## src/rtl/fbReloadPkg.sv

```systemverilog
package fbReloadPkg;
  localparam int CH = 2;

  typedef struct packed {
    logic [CH-1:0] load;   // copy base into pointer and frame start
    logic [CH-1:0] step;   // advance pointer by one word
  } ctlStrobe_t;
endpackage

```

## src/rtl/fbReloadCtl.sv

```systemverilog
module fbReloadCtl
  import fbReloadPkg::*;
(
  input  logic                clk,
  input  logic                rstN,
  input  logic                enable,
  input  logic                dualMode,
  input  logic [CH-1:0]       fetchAck,
  input  logic [CH-1:0]       baseWrEn,
  input  logic [CH-1:0]       atEnd,
  output ctlStrobe_t          ctl,
  output logic                updateFlag
);
  logic          enDly;
  logic          enRise;
  logic [CH-1:0] chActive;
  logic [CH-1:0] reloaded;
  logic          flagClear;

  always_ff @(posedge clk or negedge rstN) begin
    if (!rstN) enDly <= 1'b0;
    else       enDly <= enable;
  end

  assign enRise = enable & ~enDly;

  always_comb begin
    for (int c = 0; c < CH; c++) begin
      chActive[c]  = (c == 0) ? 1'b1 : dualMode;
      ctl.load[c]  = chActive[c] & (enRise | (enable & fetchAck[c] & atEnd[c]));
      ctl.step[c]  = chActive[c] & enable & ~enRise & fetchAck[c] & ~atEnd[c];
    end
  end

  // the clearing write belongs to the last channel that software programs
  assign flagClear = dualMode ? baseWrEn[CH-1] : baseWrEn[0];

  always_ff @(posedge clk or negedge rstN) begin
    if (!rstN)          reloaded <= '0;
    else if (flagClear) reloaded <= '0;
    else                reloaded <= reloaded | ctl.load;
  end

  assign updateFlag = dualMode ? (&reloaded) : reloaded[0];
endmodule

```

## src/rtl/fbReloadPath.sv

```systemverilog
module fbReloadPath
  import fbReloadPkg::*;
#(
  parameter int ADDR_W     = 32,
  parameter int SIZE_W     = 16,
  parameter int DATA_W     = 32,
  parameter int WORD_BYTES = 4
) (
  input  logic                         clk,
  input  logic                         rstN,
  input  ctlStrobe_t                   ctl,
  input  logic [CH-1:0]                baseWrEn,
  input  logic [ADDR_W-1:0]            baseWrData,
  input  logic [SIZE_W-1:0]            frameBytes,
  input  logic                         rdValid,
  input  logic                         rdErr,
  input  logic [DATA_W-1:0]            rdData,
  output logic [CH-1:0][ADDR_W-1:0]    fetchAddr,
  output logic [CH-1:0][ADDR_W-1:0]    baseVal,
  output logic [CH-1:0][ADDR_W-1:0]    endAddr,
  output logic [CH-1:0]                atEnd,
  output logic [DATA_W-1:0]            dataOut,
  output logic                         dataOutValid,
  output logic                         busErr
);
  localparam logic [ADDR_W-1:0] STEP = ADDR_W'(WORD_BYTES);

  for (genvar c = 0; c < CH; c++) begin : gChan
    logic [ADDR_W-1:0] baseQ, curQ, startQ;

    always_ff @(posedge clk or negedge rstN) begin
      if (!rstN) begin
        baseQ  <= '0;
        curQ   <= '0;
        startQ <= '0;
      end else begin
        if (baseWrEn[c]) baseQ <= baseWrData;
        if (ctl.load[c]) begin
          curQ   <= baseQ;
          startQ <= baseQ;
        end else if (ctl.step[c]) begin
          curQ <= curQ + STEP;
        end
      end
    end

    assign endAddr[c]   = startQ + ADDR_W'(frameBytes) - STEP;
    assign atEnd[c]     = (curQ == endAddr[c]);
    assign fetchAddr[c] = curQ;
    assign baseVal[c]   = baseQ;
  end

  always_ff @(posedge clk or negedge rstN) begin
    if (!rstN) begin
      dataOut      <= '0;
      dataOutValid <= 1'b0;
      busErr       <= 1'b0;
    end else begin
      dataOutValid <= rdValid;
      busErr       <= rdValid & rdErr;
      dataOut      <= (rdValid && !rdErr) ? rdData : '0;
    end
  end
endmodule

```

## src/rtl/fbAddrReload.sv

```systemverilog
module fbAddrReload
  import fbReloadPkg::*;
#(
  parameter int ADDR_W     = 32,
  parameter int SIZE_W     = 16,
  parameter int DATA_W     = 32,
  parameter int WORD_BYTES = 4
) (
  input  logic                         clk,
  input  logic                         rstN,
  input  logic                         enable,
  input  logic                         dualMode,
  input  logic [SIZE_W-1:0]            frameBytes,
  input  logic [1:0]                   baseWrEn,
  input  logic [ADDR_W-1:0]            baseWrData,
  input  logic [1:0]                   fetchAck,
  output logic [1:0][ADDR_W-1:0]       fetchAddr,
  input  logic                         rdValid,
  input  logic                         rdErr,
  input  logic [DATA_W-1:0]            rdData,
  output logic [DATA_W-1:0]            dataOut,
  output logic                         dataOutValid,
  output logic                         busErr,
  output logic                         updateFlag
);
  ctlStrobe_t                ctl;
  logic [CH-1:0]             atEnd;
  logic [CH-1:0][ADDR_W-1:0] baseVal;
  logic [CH-1:0][ADDR_W-1:0] endAddr;

  fbReloadCtl uCtl (
    .clk(clk), .rstN(rstN), .enable(enable), .dualMode(dualMode),
    .fetchAck(fetchAck), .baseWrEn(baseWrEn), .atEnd(atEnd),
    .ctl(ctl), .updateFlag(updateFlag)
  );

  fbReloadPath #(
    .ADDR_W(ADDR_W), .SIZE_W(SIZE_W), .DATA_W(DATA_W), .WORD_BYTES(WORD_BYTES)
  ) uPath (
    .clk(clk), .rstN(rstN), .ctl(ctl), .baseWrEn(baseWrEn),
    .baseWrData(baseWrData), .frameBytes(frameBytes),
    .rdValid(rdValid), .rdErr(rdErr), .rdData(rdData),
    .fetchAddr(fetchAddr), .baseVal(baseVal), .endAddr(endAddr), .atEnd(atEnd),
    .dataOut(dataOut), .dataOutValid(dataOutValid), .busErr(busErr)
  );
endmodule

```

## config.mk

```make
export PLATFORM = sky130hd
export DESIGN_NAME = fbAddrReload
export DESIGN_NICKNAME = d
export VERILOG_FILES = /design/src/rtl/fbReloadPkg.sv /design/src/rtl/fbReloadCtl.sv /design/src/rtl/fbReloadPath.sv /design/src/rtl/fbAddrReload.sv
export SDC_FILE = /design/constraint.sdc
export NUM_CORES = 1
export LEC_CHECK = 0
export BUFFER_PORTS_ARGS = -buffer_cell sky130_fd_sc_hd__buf_2
export CAP_MARGIN = 10
export CORE_ASPECT_RATIO = 0.5
export CORE_UTILIZATION = 55
export CTS_BUF_LIST = sky130_fd_sc_hd__clkbuf_4 sky130_fd_sc_hd__clkbuf_8
export CTS_CLUSTER_DIAMETER = 30
export CTS_CLUSTER_SIZE = 40
export DETAILED_ROUTE_END_ITERATION = 16
export GPL_TIMING_DRIVEN = 0
export PLACE_DENSITY_LB_ADDON = 0.08
export SETUP_SLACK_MARGIN = 0.15
export SLEW_MARGIN = 10
export SYNTH_ARGS = -nofsm -noshare
export SYNTH_HDL_FRONTEND = slang
export SYNTH_SLANG_ARGS = --single-unit
```

## constraint.sdc

```tcl
create_clock -name clk -period 6.5 [get_ports clk]
set_input_delay 0.65 -clock clk [delete_from_list [all_inputs] [get_ports clk]]
set_output_delay 0.65 -clock clk [all_outputs]
set_load 0.02 [all_outputs]
```

==> results.sh <==
export IMPL_max_freq_mhz=200
export IMPL_ioPinCount=189
export IMPL_path_delay_family="compound AO/OA/AOI/OAI gates"
export IMPL_p_seq_share_pct=30.2
export IMPL_grt_pass1_vias=14000
export IMPL_vias_per_cell=6.05
export IMPL_critPathRequiredTime_ns=6.94
export IMPL_worst_setup_path_start_kind="register"
export IMPL_synth_ff_type="dfrtp_1"
export IMPL_utilization_pct=65.0
export IMPL_synth_async_reset_ratio_pct=100
export IMPL_cp_common_cell="ha_1"
export IMPL_die_w_um=243
export IMPL_stdcell_count=2476
export IMPL_core_area_sq_mm=0.0281
export IMPL_final_min_clock_period_ns=5.01
export IMPL_p_int_w=0.00336
export IMPL_drc_errors=0
export IMPL_root_buffer="clkbuf_8"
export IMPL_postCtsSetupRepairBufs=0
export IMPL_grtUsageTotal_pct=34.1
export IMPL_slew_headroom_pct=42.9
export IMPL_min_path_type="input port to async pin"
export IMPL_yosysWarnings=0
export IMPL_grt_first_pass_wirelength_um=78300
export IMPL_area_growth_pct=14.4
export IMPL_clock_latency_ns=0.59
export IMPL_setup_viol=0
export IMPL_synth_edf_count=0
export IMPL_grt_max_degree=89
export IMPL_syn_inst=1843
export IMPL_worst_r2r_cell_count=15
export IMPL_maxCapViolations=0
export IMPL_cts_buffer_depth=3
export IMPL_crit_buf_inv=2
export IMPL_crit_chain="ha_1 -> ha_1 -> inv_1 -> fa_1 -> nor2b_1 -> o211ai_1 -> a21oi_1 -> o2111ai_1 -> a2111oi_0 -> nor4_1 -> o32ai_2 -> nor4_4 -> nor2_1 -> buf_2 -> mux2_2"
export IMPL_die_h_um=123
export IMPL_wl_um=50600
export IMPL_first_pass_iters=6
export IMPL_post_drt_wl_per_cell_um=20.4
export IMPL_synth_area_top_cells="dfrtp_1 (36%), ha_1 (7.4%), mux2_2 (4.4%)"
export IMPL_swShare_pct=44.3
export IMPL_htree_num_levels=2
export IMPL_rows=43
export IMPL_leakagePower_nw=8.62
export IMPL_setup_tns_ns=0
export IMPL_clk_pin_slew_ns=0.08
export IMPL_powerDensity_mw_per_mm2=330
export IMPL_crit_cells=15
export IMPL_p_switching_w=0.00267
export IMPL_numCtsBuffers=35
export IMPL_crit_arrival_ns=5.45
export IMPL_initial_utilization_pct=56.8
export IMPL_cts_sinks=229
export IMPL_final_antenna_net_count=0
export IMPL_cts_resized=0
export IMPL_combPwrFrac_pct=46.5
export IMPL_place_inst=2413
export IMPL_synth_avg_cell_area_sq_um=8.67
export IMPL_first_iter_violations=1251
export IMPL_drive_above_1_share_pct=18.0
export IMPL_grt_overflow=0
export IMPL_crit_path_max_fanout=10
export IMPL_synth_cell_type_count=88
export IMPL_place_hpwl_um=39400
export IMPL_cts_hold_buf=0
export IMPL_rsz0062_at_grt="no"
export IMPL_critPathKind="register to register"
export IMPL_cts_tree="yes"
export IMPL_worst_path_largest_cell_delay_ns=0.78
export IMPL_syn_nets=2029
export IMPL_fin_worst_skew_ns=0.0518
export IMPL_ir_worst_vdd_mv=0.207
export IMPL_drv_slew=0
export IMPL_status="finished clean"
export IMPL_antenna_found_initial=0
export IMPL_hold_viol=0
export IMPL_yosysSeqAreaShare_pct=35.9
export IMPL_clockPowerShare_pct=23.3
export IMPL_die_area_sq_mm=0.0298
export IMPL_cpMaxStageDelayCell="a2111oi_0"
export IMPL_netlist_area_sq_mm=0.0160
export IMPL_synth_seq_cells=229
export IMPL_fin_crit_sh_pct=77.1
export IMPL_yosys_area_top_type="dfrtp_1"
export IMPL_gp_congestion=0.955
export IMPL_tightest_slew_ns=0.857
export IMPL_synth_top_area_share_pct=35.9
export IMPL_nets=2254
export IMPL_end_kind="register"
export IMPL_dr_total_vias=15000
export IMPL_numPortBuffers=186
-- metrics by stage --
step / power [W] / hold WS (ns) / cell area [sq um] / setup WS (ns)
global route: 0.00640 / 0.0446 / 18300 / 1.31
floorplan: 0.00380 / 0.354 / 16000 / 2.40
finish: 0.00603 / 0.0146 / 18300 / 1.49
CTS: 0.00600 / 0.0177 / 18300 / 1.55
global placement: 0.00456 / 0.462 / 17400 / 0.720
detailed placement: 0.00458 / 0.471 / 17500 / 1.18
-- final timing paths --
kind	slack [ns]	startpoint	end
max in group asynchronous	5.34	rstN	uPath.gChan[1].curQ[22]
max reg2reg	1.49	uPath.gChan[1].startQ[1]	uPath.gChan[1].startQ[1]
min	0.01	rstN	uPath.dataOut[21]
max	1.49	uPath.gChan[1].startQ[1]	uPath.gChan[1].startQ[1]
min in group clk	0.22	rdValid	uPath.dataOutValid
min reg2reg	0.49	uPath.gChan[1].startQ[30]	uPath.gChan[1].startQ[30]
-- power groups by stage --
| stage | Clock, W | Sequential [W] | Combinational [W] |
|---|---|---|---|
| after floorplan | 0 | 0.00187 | 0.00192 |
| after global placement | 0 | 0.00184 | 0.00272 |
| after detailed placement | 0 | 0.00184 | 0.00274 |
| after CTS | 0.00142 | 0.00182 | 0.00276 |
| after global routing | 0.00148 | 0.00184 | 0.00307 |
| final | 0.00140 | 0.00182 | 0.00280 |
-- Yosys cell counts, types with 48 or more instances --
library cell,n
dfrtp_1,229
inv_1,164
nand2_1,164
o21ai_0,129
ha_1,94
nor2_1,94
nand3_1,91
clkbuf_1,78
a21oi_1,63
mux2_2,62
nor3_1,61
and2_1,49
xnor2_1,48
-- layout by cell type, fill, tap and decap left out, types with 62 or more instances in the layout --
cell type  count
buf_2        199
o21ai_0      129
nand2_1      164
ha_1          94
a21oi_1       63
nand3_1       91
inv_1        164
dfrtp_1      229
clkbuf_1      78
mux2_2        62
nor2_1        94
-- registers in the layout (all words and copies together) (netlist names) --
| register | cells |
|---|---|
| uPath.gChan.curQ | 64 |
| uCtl.enDly | 1 |
| uPath.dataOut | 32 |
| uPath.dataOutValid | 1 |
| uPath.gChan.startQ | 64 |
| uPath.busErr | 1 |
| uCtl.reloaded | 2 |
| uPath.gChan.baseQ | 64 |
-- layer usage --
metal	wire, um	share of wire [%]	GRT usage (%)
met1	22100	44	46.5
met4	1250	2.5	9.20
met3	4330	8.6	7.52
met2	22900	45	54.9
met5	0	0	0
-- area by class of cell --
| type | instances | area, sq um |
|---|---|---|
| Antenna cell | 1 | 2.50 |
| Buffer | 103 | 450 |
| Clock buffer | 39 | 531 |
| Clock inverter | 23 | 294 |
| Fill cell | 2489 | 9860 |
| Inverter | 164 | 616 |
| Multi-Input combinational cell | 1347 | 9180 |
| Sequential cell | 229 | 5730 |
| Tap cell | 382 | 478 |
| Timing Repair Buffer | 188 | 996 |
-- cell families after synthesis --
family	synth area share, %
AOI/OAI and AO/OA	19.4
muxes	5.81
xor gates and xnor gates	4.39
adders and majority gates	7.61
and+or+nand+nor	20.2
buffers and inverters	6.67
DFF	35.9
(Power assumes the default switching activity.)
